--- src/rtl/dma_ag_pkg.sv ---
package dma_ag_pkg;
   typedef enum logic [1:0] {
      SEL_ADDR = 2'd0,
      SEL_CNT  = 2'd1,
      SEL_PAGE = 2'd2,
      SEL_CTRL = 2'd3
   } reg_sel_e;

   localparam int CTRL_AUTO_BIT = 0;
   localparam int CTRL_MASK_BIT = 1;
endpackage

--- src/rtl/dma_ag_regs.sv ---
module dma_ag_regs
   import dma_ag_pkg::*;
#(
   parameter int ADDR_W = 16,
   parameter int CNT_W  = 16,
   parameter int PAGE_W = 8,
   parameter int WR_W   = 16
) (
   input  logic              clk,
   input  logic              rst_n,
   input  logic              wr_en,
   input  logic [1:0]        wr_sel,
   input  logic [WR_W-1:0]   wr_data,
   input  logic              term_hit,
   output logic [ADDR_W-1:0] base_addr,
   output logic [CNT_W-1:0]  base_cnt,
   output logic [PAGE_W-1:0] page,
   output logic              auto_en,
   output logic              mask,
   output logic              ld_addr,
   output logic              ld_cnt
);
   logic ld_page, ld_ctrl;

   always_comb begin
      ld_addr = wr_en && (reg_sel_e'(wr_sel) == SEL_ADDR);
      ld_cnt  = wr_en && (reg_sel_e'(wr_sel) == SEL_CNT);
      ld_page = wr_en && (reg_sel_e'(wr_sel) == SEL_PAGE);
      ld_ctrl = wr_en && (reg_sel_e'(wr_sel) == SEL_CTRL);
   end

   always_ff @(posedge clk) begin
      if (!rst_n) begin
         base_addr <= '0;
         base_cnt  <= '0;
         page      <= '0;
         auto_en   <= 1'b0;
         mask      <= 1'b1;
      end else begin
         if (ld_addr) base_addr <= wr_data[ADDR_W-1:0];
         if (ld_cnt)  base_cnt  <= wr_data[CNT_W-1:0];
         if (ld_page) page      <= wr_data[PAGE_W-1:0];
         if (ld_ctrl) begin
            auto_en <= wr_data[CTRL_AUTO_BIT];
            mask    <= wr_data[CTRL_MASK_BIT];
         end else if (term_hit && !auto_en) begin
            mask <= 1'b1;
         end
      end
   end
endmodule

--- src/rtl/dma_ag_counter.sv ---
module dma_ag_counter #(
   parameter int ADDR_W = 16,
   parameter int CNT_W  = 16,
   parameter int WR_W   = 16
) (
   input  logic              clk,
   input  logic              rst_n,
   input  logic              fire,
   input  logic              ld_addr,
   input  logic              ld_cnt,
   input  logic [WR_W-1:0]   wr_data,
   input  logic              auto_en,
   input  logic [ADDR_W-1:0] base_addr,
   input  logic [CNT_W-1:0]  base_cnt,
   output logic [ADDR_W-1:0] cur_addr,
   output logic [CNT_W-1:0]  cur_cnt,
   output logic              term_hit,
   output logic              tc_q
);
   localparam logic [ADDR_W-1:0] ADDR_ONE = ADDR_W'(1);
   localparam logic [CNT_W-1:0]  CNT_ONE  = CNT_W'(1);

   assign term_hit = fire && (cur_cnt == '0);

   always_ff @(posedge clk) begin
      if (!rst_n) begin
         cur_addr <= '0;
         cur_cnt  <= '0;
         tc_q     <= 1'b0;
      end else begin
         tc_q <= term_hit;
         if (ld_addr) begin
            cur_addr <= wr_data[ADDR_W-1:0];
         end
         if (ld_cnt) begin
            cur_cnt <= wr_data[CNT_W-1:0];
         end
         if (fire) begin
            if (term_hit && auto_en) begin
               cur_addr <= base_addr;
               cur_cnt  <= base_cnt;
            end else begin
               cur_addr <= cur_addr + ADDR_ONE;
               cur_cnt  <= cur_cnt - CNT_ONE;
            end
         end
      end
   end
endmodule

--- src/rtl/dma_ag_fmt.sv ---
module dma_ag_fmt #(
   parameter int ADDR_W    = 16,
   parameter int PAGE_W    = 8,
   parameter int WORD_MODE = 0,
   localparam int OUT_W    = ADDR_W + PAGE_W
) (
   input  logic [ADDR_W-1:0] cur_addr,
   input  logic [PAGE_W-1:0] page,
   output logic [OUT_W-1:0]  mem_addr
);
   generate
      if (WORD_MODE == 1) begin : g_word
         assign mem_addr = {page[PAGE_W-1:1], cur_addr, 1'b0};
      end else begin : g_byte
         assign mem_addr = {page, cur_addr};
      end
   endgenerate
endmodule

--- src/rtl/dma_ag_rfsh.sv ---
module dma_ag_rfsh #(
   parameter int RFSH_W = 8
) (
   input  logic              clk,
   input  logic              rst_n,
   input  logic              stb,
   output logic [RFSH_W-1:0] addr
);
   always_ff @(posedge clk) begin
      if (!rst_n)   addr <= '0;
      else if (stb) addr <= addr + RFSH_W'(1);
   end
endmodule

--- src/rtl/dma_addr_gen.sv ---
module dma_addr_gen #(
   parameter int ADDR_W    = 16,
   parameter int CNT_W     = 16,
   parameter int PAGE_W    = 8,
   parameter int RFSH_W    = 8,
   parameter int WORD_MODE = 0,
   localparam int WR_W     = (ADDR_W > CNT_W) ? ADDR_W : CNT_W,
   localparam int OUT_W    = ADDR_W + PAGE_W
) (
   input  logic              clk,
   input  logic              rst_n,
   input  logic              wr_en,
   input  logic [1:0]        wr_sel,
   input  logic [WR_W-1:0]   wr_data,
   input  logic              xfer_stb,
   input  logic              rfsh_stb,
   output logic [OUT_W-1:0]  mem_addr_o,
   output logic [ADDR_W-1:0] cur_addr_o,
   output logic [CNT_W-1:0]  cur_cnt_o,
   output logic              tc_o,
   output logic              mask_o,
   output logic [RFSH_W-1:0] rfsh_addr_o
);
   generate
      if (WORD_MODE != 0 && WORD_MODE != 1) begin : g_bad_mode
         $error("WORD_MODE must be 0 or 1");
      end
      if (PAGE_W < 2 || PAGE_W > WR_W) begin : g_bad_page
         $error("PAGE_W must lie in 2..WR_W");
      end
      if (ADDR_W < 2 || CNT_W < 2 || RFSH_W < 1) begin : g_bad_width
         $error("counter widths too small");
      end
   endgenerate

   logic [ADDR_W-1:0] base_addr;
   logic [CNT_W-1:0]  base_cnt;
   logic [PAGE_W-1:0] page;
   logic              auto_en, mask, ld_addr, ld_cnt, term_hit, fire;

   assign fire = xfer_stb && !mask && !wr_en;

   dma_ag_regs #(.ADDR_W(ADDR_W), .CNT_W(CNT_W), .PAGE_W(PAGE_W), .WR_W(WR_W)) u_regs (
      .clk(clk), .rst_n(rst_n), .wr_en(wr_en), .wr_sel(wr_sel), .wr_data(wr_data),
      .term_hit(term_hit), .base_addr(base_addr), .base_cnt(base_cnt), .page(page),
      .auto_en(auto_en), .mask(mask), .ld_addr(ld_addr), .ld_cnt(ld_cnt)
   );

   dma_ag_counter #(.ADDR_W(ADDR_W), .CNT_W(CNT_W), .WR_W(WR_W)) u_cnt (
      .clk(clk), .rst_n(rst_n), .fire(fire), .ld_addr(ld_addr), .ld_cnt(ld_cnt),
      .wr_data(wr_data), .auto_en(auto_en), .base_addr(base_addr), .base_cnt(base_cnt),
      .cur_addr(cur_addr_o), .cur_cnt(cur_cnt_o), .term_hit(term_hit), .tc_q(tc_o)
   );

   dma_ag_fmt #(.ADDR_W(ADDR_W), .PAGE_W(PAGE_W), .WORD_MODE(WORD_MODE)) u_fmt (
      .cur_addr(cur_addr_o), .page(page), .mem_addr(mem_addr_o)
   );

   dma_ag_rfsh #(.RFSH_W(RFSH_W)) u_rfsh (
      .clk(clk), .rst_n(rst_n), .stb(rfsh_stb), .addr(rfsh_addr_o)
   );

   assign mask_o = mask;
endmodule

--- config.mk ---
export PLATFORM = sky130hd
export DESIGN_NAME = dma_addr_gen
export DESIGN_NICKNAME = d
export VERILOG_FILES = /design/src/rtl/dma_ag_pkg.sv /design/src/rtl/dma_ag_regs.sv /design/src/rtl/dma_ag_counter.sv /design/src/rtl/dma_ag_fmt.sv /design/src/rtl/dma_ag_rfsh.sv /design/src/rtl/dma_addr_gen.sv
export SDC_FILE = /design/constraint.sdc
export NUM_CORES = 1
export LEC_CHECK = 0
export ABC_AREA = 1
export BUFFER_PORTS_ARGS = -buffer_cell sky130_fd_sc_hd__buf_4
export CAP_MARGIN = 10
export CELL_PAD_IN_SITES_DETAIL_PLACEMENT = 1
export CELL_PAD_IN_SITES_GLOBAL_PLACEMENT = 1
export CORE_MARGIN = 5
export CORE_UTILIZATION = 40
export CTS_BUF_LIST = sky130_fd_sc_hd__clkbuf_8
export CTS_CLUSTER_SIZE = 10
export DETAILED_ROUTE_END_ITERATION = 10
export PLACE_DENSITY = 0.88
export SLEW_MARGIN = 10
export SYNTH_ARGS = -nofsm -noshare
export SYNTH_HDL_FRONTEND = slang
export SYNTH_HIERARCHICAL = 1
export SYNTH_SLANG_ARGS = --single-unit
export TNS_END_PERCENT = 100
--- constraint.sdc ---
create_clock -name clk -period 1.8 [get_ports clk]
set_clock_uncertainty 0.15 [all_clocks]
set_input_delay 0.18 -clock clk [delete_from_list [all_inputs] [get_ports clk]]
set_output_delay 0.18 -clock clk [all_outputs]
set_load 0.005 [all_outputs]
# Word-level counts from Yosys, hierarchy flattened
# Index checks and enable logic that the tools add are counted.
# W data, S select, Z words.
# totals
regBits	83
input_bits	23
# op_classes
n_addsub	3
n_eq_ne	3
muxes	8
reduce_logical	17
# ops
cell	n
$mux W16	6
$add A16 B1 Y16 const B	1
$logic_not A16 Y1	1
$sub A16 B1 Y16 const B	1
$logic_and A1 B1 Y1	9
$add A8 B1 Y8 const B	1
$reduce_bool A2 Y1	3
$eq A2 B2 Y1 const B	2
$logic_not A1 Y1	3
$eq A2 B1 Y1 const B	1
$logic_not A2 Y1	1
$mux W1	2

# Depth between registers and ports, before layout
# Gate-level depths: netlist of run 1.
# depth
ltp_word	7
depth_mapped	14
ltp_nobuf	13

# Hierarchy
# The synthesis of run 1 kept the hierarchy.
# by_module_without_submodules
mod	seq_area_each_um2	cells_each	n_inst	area_per_inst_um2
dma_ag_counter	660.6	457	1	2716.4
dma_ag_regs	840.8	278	1	1810.5
dma_ag_rfsh	160.2	48	1	349.1
dma_ag_fmt	0.0	24	1	180.2
dma_addr_gen	0.0	3	1	13.8

# Worst setup path before layout of run 1
# Ideal clock, no wire load.
# synth_timing
path_type	register to register
startpoint	register u_regs.mask
endpoint	register u_cnt.cur_cnt[5]
slack_ns	0.105
path_stages_with_launch	15
required_time_ns	1.528
n_path_buf	2
setup_ns	0.122
arrival_ns	1.423
synth_period_minus_slack_ns	1.695
cell_sequence	dfxtp_1 inv_1 nand2_1 nor2_2 buf_4 nand2_1 inv_1 nand2_1 nor2_4 nand2_2 nor2_4 buf_6 nand2_1 nand3_2 a21oi_2
# synth_between
elab_chain_len	7
# synth_lines
element	line_no	source
start, declared	dma_ag_regs.sv:19	output logic mask,
start signal, assigned	dma_ag_regs.sv:45	mask <= wr_data[CTRL_MASK_BIT];
$logic_not A1 Y1 *	dma_addr_gen.sv:41	assign fire = xfer_stb && !mask && !wr_en;
$logic_and A1 B1 Y1 * (2 in series)	dma_addr_gen.sv:41	
via fire	dma_addr_gen.sv:39	logic auto_en, mask, ld_addr, ld_cnt, term_hit, fire;
$logic_and A1 B1 Y1	dma_ag_counter.sv:23	assign term_hit = fire && (cur_cnt == '0);
$logic_and A1 B1 Y1	dma_ag_counter.sv:39	if (term_hit && auto_en) begin
$mux W16	dma_ag_counter.sv:39	
$mux W16	dma_ag_counter.sv:38	if (fire) begin
end signal, assigned	dma_ag_counter.sv:36	cur_cnt <= wr_data[CNT_W-1:0];
end signal, assigned	dma_ag_counter.sv:41	cur_cnt <= base_cnt;
end signal, assigned	dma_ag_counter.sv:44	cur_cnt <= cur_cnt - CNT_ONE;
end, declared	dma_ag_counter.sv:16	output logic [CNT_W-1:0] cur_cnt,
# Mark *: on every way through the listed nets, which the timed path passes. The rest lies on a longest branch.
# A chain may end at the register's enable or synchronous reset.

# Worst setup path in the final report of run 1
# layout_timing
startpoint	register u_cnt.cur_cnt[0]
endpoint	register u_cnt.cur_addr[0]
# layout_between
elab_chain_len	5
# layout_lines
element	line_no	source
$logic_not A16 Y1	dma_ag_counter.sv:23	
$logic_and A1 B1 Y1	dma_ag_counter.sv:23	
$logic_and A1 B1 Y1	dma_ag_counter.sv:39	
$mux W16	dma_ag_counter.sv:39	
$mux W16	dma_ag_counter.sv:38	
end signal, assigned	dma_ag_counter.sv:33	cur_addr <= wr_data[ADDR_W-1:0];
end signal, assigned	dma_ag_counter.sv:40	cur_addr <= base_addr;
end signal, assigned	dma_ag_counter.sv:43	cur_addr <= cur_addr + ADDR_ONE;
end, declared	dma_ag_counter.sv:15	output logic [ADDR_W-1:0] cur_addr,
# No other way between the ends.

==> results.txt, run 1 <==
Hold Crit Class = input pin to flip-flop
Routability cong. = 0.8340
Worst-Skew Late Latency = 0.37 ns
Power per cell area = 696.3 mW/mm2
Sequential area share after synthesis = 32.77%
Post-Route WL = 18,460 um
Slowest cell on crit path = dfxtp_2
Synth Warn # = 6
Die H = 122.6 um
Max Slew Vio Count = 0
Worst hold slack = 0.02603 ns
Num ports = 89
Maximum clock rate = 0.5409 GHz
Top_reg_cell synth = dfxtp_1
Post-synth top area share = 32.77%
FP Rows = 41
Vias in the first global route = 5,672
Final hold viol count = 0
Share of layout cells above drive strength 1 = 25.05%
Top cells by count, synth = 179 x nand2_1, 124 x nor2_1, 111 x inv_1, 83 x dfxtp_1, 72 x o21ai_0
Max_cap viols = 0
Cells after Synth = 810
Final worst slack = -0.04884 ns
ANT cells = 0
Gr ovfl total = 0
Crit. End Element = flip-flop
Failing checks = setup timing
Root Driver = clkbuf_8
Worst Max-Slew Pin Slew = 0.3808 ns
Vias per inst = 5.161
Critical path launch point type = flip-flop
Clk slew on worst S/H paths = 0.09 ns
Net Count, Synth = 837
Tmin final = 1.849 ns
DRC = 0
# fillers = 1,704
Critical Path RT = 1.92 ns
Crit-path cells = inv_2 > ha_2 > nand2_2 > inv_2 > nand2_2 > nor2_4 > nand2_2 > nor2_4 > clkbuf_16 > nand2_1 > nand3_1 > a21oi_1
DRT iter0 DRCs = 437
Kind of critical path = flip-flop to flip-flop
Avg Inst Size Synth = 6.259 um2
Nets = 948
Fin util = 52.45%
Maximum vdd drop = 372.7 uV
CTS tree = built
Number of flops mapped to enable cells by yosys = 0
RSZ-0062 raised after global routing = yes
Clock buffer depth = 2
Most frequent cell after synthesis = nand2_1
Synth area leaders = dfxtp_1 33%, nand2_1 13%, nor2_1 9.2%, inv_1 8.2%, o21ai_0 7.1%
Die ar. = 0.01503 mm2
P&R area growth vs syn = 29.49%
Postcts setup bufs = 0
Post-synthesis simple-gate area fraction = 35.91%
Gr usage total = 24.16%
Die width = 122.6 um
Most frequent CP cell = nand2_2
Arrival time of the worst setup path = 1.97 ns
Synth Area in Compound Gates = 12.93%
Mux share of post-synthesis cell area = 0%
Initial antenna violation count = 0
DP HPWL = 12,590 um
Slew HR = 74.52%
Status = finished, violations left
Synth Register Bits = 83
Clock Sinks = 83
Final setup fails = 13
Largest net degree at the start of global routing = 37
Vias = 5,667
Final period util = 102.7%
Port bufs = 88
Synth Cell Area = 0.005070 mm2
Critical path fanouts, max = 7
CORE AREA = 0.01252 mm2
Asr flop ratio synth = 0%
Post-synthesis cell type count = 25
Largest family of logic cells by synthesized area = simple AND/OR/NAND/NOR gates
Router iterations before antenna repair = 5
Yosys top cell by area = dfxtp_1
CTS Buf Count = 9
Pleak = 3.144 nW
First-pass GRT wire length = 28,720 um
Routed wire per std cell = 16.81 um
Post-route ant nets = 0
H-tree levels = 3
Post-Synth XOR/XNOR Area = 1.555%
Worst path max stage delay = 0.34 ns
Initial core utilization = 40.50%
Synth Area in Adders = 0.9872%
cell usage in the layout (no fill, tap or decap), drive strengths merged, types with 3 or more instances in the layout:
cell,instances
nor2,136
o21ai,73
inv,114
xor2,3
dlygate4sd3,20
clkbuf,12
nand4,11
dfxtp,83
xnor2,6
ha,4
nand3,81
a21oi,55
buf,138
nand2,184
worst max-delay path, delay by kind of cell, from the launching register on:
family,cells,cell delay [ns]
flops,1,0.34
simple gates,7,0.68
fa+ha+maj,1,0.19
buf+inv,3,0.33
compound gates,1,0.06
layer usage:
layer / routed length, um / global-route usage, %
met4: 292 / 7.628
met5: 0 / 0
met1: 8047 / 31.10
met3: 934 / 3.088
met2: 9185 / 42.01
what timing repair did:
item                                    CTS  global route
pin swaps                                 1             6
gates cloned                              0             1
endpoints found under the setup margin   13            33
resized for setup                         3            44
hold endpoints to repair                 30             0
hold buffers                             20             0
layout make-up:
| cell class | instances | area [um2] | area share (%) |
|---|---|---|---|
| Sequential cell | 83 | 1669 | 25.42 |
| Timing Repair Buffer | 159 | 1328 | 20.22 |
| Multi-Input combinational cell | 555 | 2718 | 41.40 |
| Clock inverter | 5 | 60.06 | 0.9148 |
| Clock buffer | 11 | 151.4 | 2.306 |
| Inverter | 113 | 424.2 | 6.461 |
| Tap cell | 172 | 215.2 | 3.278 |
report_power, final:
part	total, W	switching (W)	leakage (nW)	internal, W
registers	0.00203	0.0000929	0.681	0.00194
clock network	0.00148	0.000754	0.106	0.000723
logic	0.00106	0.000608	2.36	0.000456
total	0.00457	0.00146	3.14	0.00312
stage by stage:
step           instance area (um2)  cells    TNS, ns  total power (W)  setup slack, ns
5_1_grt                       6565   1098     -1.933         0.004802          -0.1221
4_1_cts                       6426   1097  -0.003915         0.004568        -0.003915
3_3_place_gp                  6005   1061          0         0.003014          0.05805
6_report                      6565   1098    -0.3266         0.004571         -0.04884
3_5_place_dp                  6005   1061   -0.01406         0.003047         -0.01114
2_1_floorplan                 5070    810          0         0.002616           0.1050
path summary, 6_finish.rpt:
kind | startpoint | end | slack, ns | cells after the start
setup / recovery | u_cnt/cur_cnt[0] | u_cnt/cur_addr[0] | -0.05 | 12
hold / removal | rst_n | u_regs/base_cnt[1] | 0.03 | 3
setup reg to reg | u_cnt/cur_cnt[0] | u_cnt/cur_addr[0] | -0.05 | 12
hold reg to reg | u_regs/base_addr[2] | u_regs/base_addr[2] | 0.35 | 2
cells by family after synthesis:
group / Yosys count
and+or+nand+nor: 414
buffers and inverters: 172
AOI/OAI and AO/OA: 128
DFF: 83
xor gates and xnor gates: 9
adders and majority gates: 4
flip-flops by register name, indices dropped and copies added (netlist names):
signal            flops
u_cnt/cur_addr       16
u_regs/base_cnt      16
u_cnt/tc_q            1
u_rfsh/addr           8
u_regs/mask           1
u_regs/base_addr     16
u_cnt/cur_cnt        16
u_regs/auto_en        1
u_regs/page           8
Note: power is estimated with default switching activity, not from simulation.
==> run 2, diff against run 1 <==
--- a/config.mk
+++ b/config.mk
@@ -16,6 +16,7 @@
 export CTS_CLUSTER_SIZE = 10
 export DETAILED_ROUTE_END_ITERATION = 10
 export PLACE_DENSITY = 0.88
+export RECOVER_POWER = 100
 export SLEW_MARGIN = 10
 export SYNTH_ARGS = -nofsm -noshare
 export SYNTH_HDL_FRONTEND = slang
==> run 2 against run 1 <==
Against the previous run: the run still ends with setup timing left; cell count stayed put; flip-flop and latch count stayed put; maximum frequency is 0.13% higher; non-clock buffer count stayed put; clock power hardly changed; setup slack better by 0.0024 ns; sequential share of layout area is 0.10 points higher; first-iteration DRC count is 7.8% lower; worst hold slack worse by 0.0030 ns; largest power group unchanged; highest routed layer unchanged.
==> results.txt, run 2 (synthesis results as in run 1) <==
Post-Route WL = 18,470 um (was 18,460 um)
Arrival time of the worst setup path = 1.97 ns (about the same)
Die ar. = 0.01503 mm2 (unchanged)
Die width = 122.6 um (unchanged)
Reg area = 0.001669 mm2 (unchanged)
RSZ-0062 raised after global routing = yes (unchanged)
Initial antenna violation count = 0 (unchanged)
Clock buffer depth = 2 (unchanged)
Worst path max stage delay = 0.34 ns (about the same)
CTS tree = built (unchanged)
Final hold viol count = 0 (unchanged)
Hold Crit Class = input pin to flip-flop (unchanged)
FP Rows = 41 (unchanged)
Crit-path cells = inv_2 > ha_2 > nand2_2 > inv_2 > nand2_2 > nor2_4 > nand2_2 > nor2_4 > clkbuf_16 > nand2_1 > nand3_1 > a21oi_1 (unchanged)
Final period util = 102.6% (was 102.7%)
CORE AREA = 0.01252 mm2 (unchanged)
Die H = 122.6 um (unchanged)
Largest net degree at the start of global routing = 37 (unchanged)
Reg-to-Reg Start = u_cnt/cur_cnt[0] (unchanged)
Num ports = 89 (unchanged)
CP delay by family, top = simple AND/OR/NAND/NOR gates (unchanged)
ANT cells = 0 (unchanged)
H-tree levels = 3 (unchanged)
Hold Path End = u_regs/base_cnt[1] (unchanged)
Critical path launch point type = flip-flop (unchanged)
Initial core utilization = 40.50% (unchanged)
Kind of critical path = flip-flop to flip-flop (unchanged)
Share of layout cells above drive strength 1 = 24.41% (was 25.05%)
Final setup fails = 13 (unchanged)
First-pass GRT wire length = 28,720 um (unchanged)
Routed wire per std cell = 16.82 um (was 16.81 um)
WHS Path Cells = 3 (unchanged)
Vias = 5,645 (was 5,667)
Root Driver = clkbuf_8 (unchanged)
Worst r2r dst = u_cnt/cur_addr[0] (unchanged)
Hold_sp = rst_n (unchanged)
R2R Setup Slk = -0.05 ns (about the same)
Worst r2r path cells = 12 (unchanged)
Design Power = 0.004568 W (was 0.004571 W)
Routability cong. = 0.8340 (unchanged)
DRC = 0 (unchanged)
Nets = 948 (unchanged)
WP buf/inv = 3 (unchanged)
Clk slew on worst S/H paths = 0.09 ns (about the same)
Critical Path RT = 1.93 ns (was 1.92 ns)
Vias per inst = 5.141 (was 5.161)
Most common cell after layout, fill and taps aside = nand2_1 (unchanged)
Most frequent CP cell = nand2_2 (unchanged)
Final worst slack = -0.04644 ns (was -0.04884 ns)
Crit. End Element = flip-flop (unchanged)
# fillers = 1,705 (was 1,704)
Power per cell area = 698.6 mW/mm2 (was 696.3 mW/mm2)
Post-route ant nets = 0 (unchanged)
Slew HR = 73.39% (was 74.52%)
DRT iter0 DRCs = 403 (was 437)
Port bufs = 88 (unchanged)
Router iterations before antenna repair = 5 (unchanged)
Gr ovfl total = 0 (unchanged)
Fin util = 52.24% (was 52.45%)
Most frequent cells in the layout = 165 x nand2_1, 118 x nor2_1, 115 x buf_4 (was 165 x nand2_1, 132 x buf_4, 117 x nor2_1)
Worst-Skew Late Latency = 0.38 ns (was 0.37 ns)
Gr usage total = 24.16% (unchanged)
Slowest cell on crit path = dfxtp_2 (unchanged)
Tmin final = 1.846 ns (was 1.849 ns)
Vias in the first global route = 5,672 (unchanged)
Clock Sinks = 83 (unchanged)
Maximum vdd drop = 373.3 uV (was 372.7 uV)
Worst Max-Slew Pin Slew = 0.3977 ns (was 0.3808 ns)
Maximum clock rate = 0.5416 GHz (was 0.5409 GHz)
Pleak = 3.118 nW (was 3.144 nW)
Status = finished, violations left (unchanged)
Max Slew Vio Count = 0 (unchanged)
CTS Buf Count = 9 (unchanged)
DP HPWL = 12,590 um (unchanged)
Critical path fanouts, max = 7 (unchanged)
Max_cap viols = 0 (unchanged)
P&R area growth vs syn = 28.97% (was 29.49%)
Area of the multi-input gates = 0.002710 mm2 (was 0.002718 mm2)
Failing checks = setup timing (unchanged)
==> run 2: cell types whose count changed in the layout (fill, tap and decap cells not counted), sizes merged <==
cell / before / now
buf: 138 / 121
clkbuf: 12 / 29
==> run 2: worst max-delay path by stage <==
stage / from / end / slack [ns] / cells after the start
2_1_floorplan: u_regs/mask / u_cnt/cur_cnt[5] / 0.11 / 14
3_3_place_gp: u_regs/mask / u_cnt/cur_addr[1] / 0.06 / 8
3_5_place_dp: u_regs/mask / u_cnt/cur_cnt[10] / -0.01 / 13
4_1_cts: u_cnt/cur_cnt[0] / u_cnt/cur_cnt[10] / -0.004 / 12
5_1_grt: u_regs/mask / u_cnt/cur_addr[6] / -0.12 / 13
6_report: u_cnt/cur_cnt[0] / u_cnt/cur_addr[0] / -0.05 / 12
==> run 2: where the power goes <==
group | total (W) | switching (W) | leakage [nW] | internal (W)
logic | 0.00106 | 0.000608 | 2.33 | 0.000451
registers | 0.00203 | 0.0000920 | 0.681 | 0.00194
clock network | 0.00148 | 0.000758 | 0.106 | 0.000723
==> run 2: what timing repair did <==
item,4_1_cts,5_1_grt
hold buffers,20,0
endpoints found under the hold margin,30,0
pin swaps,1,6
setup buffers,0,0
cloned,0,1
endpoints found under the setup margin,13,33
resized for setup,3,44
==> run 2: per-layer routing <==
layer / wire length [um] / up-vias / track usage (%) / share of wire, %
met3: 1075 / 22 / 3.088 / 5.8
met4: 282 / 0 / 7.628 / 1.5
met5: 0 / - / 0 / 0
li1: - / 2737 / - / -
met2: 9173 / 190 / 42.01 / 50
met1: 7934 / 2696 / 31.10 / 43
==> run 2: through the flow <==
| stage | TNS [ns] | instances | setup slack [ns] | hold WS (ns) | cell area [um2] |
|---|---|---|---|---|---|
| finish | -0.3404 | 1098 | -0.04644 | 0.02305 | 6539 |
| global route | -2.013 | 1098 | -0.1221 | 0.02699 | 6539 |
| CTS | -0.003915 | 1097 | -0.003915 | 0.004297 | 6426 |
| detailed placement | -0.01406 | 1061 | -0.01114 | 0.2672 | 6005 |
| global placement | 0 | 1061 | 0.05805 | 0.2628 | 6005 |
| floorplan | 0 | 810 | 0.1050 | 0.1194 | 5070 |
==> run 2: tightest hold or removal path: stages <==
cell	delay, ns
buf_4	0.20
nand2_1	0.10
nor2_1	0.03
==> run 2: area by class of cell <==
class / count / area share, %
multi-input combinational: 555 / 41.45
tap: 172 / 3.291
inverter: 113 / 6.487
sequential: 83 / 25.53
clock buffer: 11 / 2.315
timing repair buffer: 159 / 20.02
clock inverter: 5 / 0.9185
==> run 3, diff against run 2 <==
--- a/config.mk
+++ b/config.mk
@@ -10,12 +10,11 @@
 export CAP_MARGIN = 10
 export CELL_PAD_IN_SITES_DETAIL_PLACEMENT = 1
 export CELL_PAD_IN_SITES_GLOBAL_PLACEMENT = 1
-export CORE_MARGIN = 5
 export CORE_UTILIZATION = 40
 export CTS_BUF_LIST = sky130_fd_sc_hd__clkbuf_8
 export CTS_CLUSTER_SIZE = 10
 export DETAILED_ROUTE_END_ITERATION = 10
-export PLACE_DENSITY = 0.88
+export PLACE_DENSITY = 0.81
 export RECOVER_POWER = 100
 export SLEW_MARGIN = 10
 export SYNTH_ARGS = -nofsm -noshare
==> run 3 against run 2 <==
Against the previous run: the run still ends with setup timing left; critical path depth is 4 lower; combinational power is 6% higher; final area is 4.6% higher; largest power group unchanged; flip-flop and latch count stayed put; worst hold slack better by 0.028 ns.
==> results.txt, run 3 (synthesis results as in run 1) <==
Failing checks = setup timing (unchanged)
Pleak = 3.226 nW (was 3.118 nW)
Clock buffer depth = 2 (unchanged)
DRC = 0 (unchanged)
Post-Route WL = 21,990 um (was 18,470 um)
Top Metal Used = met4 (unchanged)
Worst-Skew Late Latency = 0.40 ns (was 0.38 ns)
Share of layout cells above drive strength 1 = 27.65% (was 24.41%)
Worst Max-Slew Pin Slew = 0.4848 ns (was 0.3977 ns)
Worst hold slack = 0.05144 ns (was 0.02305 ns)
Num ports = 89 (unchanged)
Hold Crit Class = input pin to flip-flop (unchanged)
Arrival time of the worst setup path = 2.17 ns (was 1.97 ns)
Clk slew on worst S/H paths = 0.09 ns (about the same)
RSZ-0062 raised after global routing = yes (unchanged)
Maximum clock rate = 0.4863 GHz (was 0.5416 GHz)
Design Power = 0.004646 W (was 0.004568 W)
Worst r2r dst = u_cnt/cur_addr[8] (was u_cnt/cur_addr[0])
Gr ovfl total = 0 (unchanged)
Die ar. = 0.01313 mm2 (was 0.01503 mm2)
P&R area growth vs syn = 34.97% (was 28.97%)
Max_cap viols = 0 (unchanged)
Vias in the first global route = 5,885 (was 5,672)
CTS Buf Count = 9 (unchanged)
Root Driver = clkbuf_8 (unchanged)
DRT iter0 DRCs = 472 (was 403)
Die H = 114.6 um (was 122.6 um)
Routed wire per std cell = 19.96 um (was 16.82 um)
Vias per inst = 5.517 (was 5.141)
FP Rows = 40 (was 41)
Tmin final = 2.056 ns (was 1.846 ns)
Crit-path cells = ha_1 > nand2_1 > nor2_4 > nand2_1 > nor2_1 > o21ai_2 > nand3_1 > a21oi_1 (was inv_2 > ha_2 > nand2_2 > inv_2 > nand2_2 > nor2_4 > nand2_2 > nor2_4 > clkbuf_16 > nand2_1 > nand3_1 > a21oi_1)
# fillers = 1,620 (was 1,705)
Largest net degree at the start of global routing = 33 (was 37)
Critical Path RT = 1.91 ns (was 1.93 ns)
Max Slew Vio Count = 0 (unchanged)
Routability cong. = 0.8813 (was 0.8340)
Hold Path End = u_regs/base_cnt[14] (was u_regs/base_cnt[1])
Initial antenna violation count = 0 (unchanged)
Worst path max stage delay = 0.50 ns (was 0.34 ns)
Most frequent cells in the layout = 155 x nand2_1, 118 x nor2_1, 111 x buf_4 (was 165 x nand2_1, 118 x nor2_1, 115 x buf_4)
Maximum vdd drop = 329.4 uV (was 373.3 uV)
Status = finished, violations left (unchanged)
Initial core utilization = 41.69% (was 40.50%)
Gr usage total = 30.09% (was 24.16%)
CTS tree = built (unchanged)
Clock Sinks = 83 (unchanged)
Final setup fails = 32 (was 13)
Reg-to-Reg Start = u_cnt/cur_addr[0] (was u_cnt/cur_cnt[0])
Power per cell area = 679.0 mW/mm2 (was 698.6 mW/mm2)
Hold_sp = rst_n (unchanged)
Post-route met1 wirelength = 8937 um (was 7934 um)
Critical path fanouts, max = 7 (unchanged)
Port bufs = 88 (unchanged)
Kind of critical path = flip-flop to flip-flop (unchanged)
Slew HR = 67.34% (was 73.39%)
Crit. End Element = flip-flop (unchanged)
Worst r2r path cells = 8 (was 12)
DP HPWL = 12,990 um (was 12,590 um)
Met2 Wirelength = 10,630 um (was 9173 um)
Most common cell after layout, fill and taps aside = nand2_1 (unchanged)
Die width = 114.6 um (was 122.6 um)
Vias = 6,080 (was 5,645)
Final worst slack = -0.2563 ns (was -0.04644 ns)
Met3 wire length = 1419 um (was 1075 um)
H-tree levels = 3 (unchanged)
Critical path launch point type = flip-flop (unchanged)
WHS Path Cells = 3 (unchanged)
Nets = 956 (was 948)
CORE AREA = 0.01216 mm2 (was 0.01252 mm2)
First-pass GRT wire length = 30,060 um (was 28,720 um)
Most frequent CP cell = nand2_1 (was nand2_2)
Final period util = 114.2% (was 102.6%)
R2R Setup Slk = -0.26 ns (was -0.05 ns)
Final hold viol count = 0 (unchanged)
Slowest cell on crit path = dfxtp_1 (was dfxtp_2)
Fin util = 56.27% (was 52.24%)
Router iterations before antenna repair = 5 (unchanged)
Post-route ant nets = 0 (unchanged)
==> run 3: changes by cell type in the layout (fill, tap and decap cells not counted), moves of 5 or more <==
cell,change
a21oi_1,-7
a21oi_2,+7
clkbuf_4,+8
nand2_1,-10
nand2_2,+5
nand2_4,+5
nand3_1,-9
nand3_2,+8
==> run 3: worst max-delay path: cells and delay by family (launching register included) <==
family,cells,cell delay (ns)
AOI/OAI and AO/OA,2,0.18
adders and majority gates,1,0.32
DFF,1,0.50
and+or+nand+nor,5,0.77
==> run 3: what timing repair did <==
| item | 4_1_cts | 5_1_grt |
|---|---|---|
| hold buffers | 20 | 0 |
| cloned | 2 | 4 |
| setup buffers | 5 | 3 |
| setup endpoints to repair | 23 | 32 |
| resized for setup | 17 | 72 |
| hold endpoints to repair | 29 | 0 |
| pin swaps | 0 | 14 |
==> run 3: metrics by stage <==
| step | setup TNS (ns) | setup WS (ns) | instances | area [um2] |
|---|---|---|---|---|
| floorplan | 0 | 0.1050 | 810 | 5070 |
| global placement | 0 | 0.03601 | 1053 | 5957 |
| detailed placement | -0.3898 | -0.05131 | 1053 | 5957 |
| CTS | -0.1107 | -0.02753 | 1095 | 6504 |
| global route | -5.090 | -0.2480 | 1101 | 6840 |
| finish | -2.950 | -0.2563 | 1102 | 6843 |
==> run 3: routing by layer <==
layer  GRT usage, %  vias up
li1               -     2753
met1          37.09     2897
met2          51.39      343
met3          3.812       87
met4          15.50        0
met5              0        -
==> run 3: final cells by class <==
cell class	instances	area, um2	area share, %
antenna	1	2.502	0.03657
clock buffer	11	151.4	2.212
clock inverter	4	50.05	0.7314
inverter	113	424.2	6.199
multi-input combinational	555	2869	41.93
sequential	83	1664	24.32
tap	168	210.2	3.072
timing repair buffer	167	1471	21.50
==> run 3: worst max path at each step <==
stage / from / endpoint / cells past startpoint
finish: u_cnt/cur_addr[0] / u_cnt/cur_addr[8] / 8
global route: u_cnt/cur_addr[0] / u_cnt/cur_addr[8] / 7
CTS: u_cnt/cur_cnt[1] / u_cnt/cur_cnt[1] / 12
detailed placement: u_cnt/cur_addr[0] / u_cnt/cur_addr[10] / 7
global placement: u_regs/mask / u_cnt/cur_addr[3] / 13
floorplan: u_regs/mask / u_cnt/cur_cnt[5] / 14
==> run 3: power by group <==
group,switching (W),internal (W),leakage (nW)
sequential,0.000101,0.00194,0.679
combinational,0.000664,0.000459,2.45
clock,0.000779,0.000708,0.0974
total,0.00154,0.00310,3.23
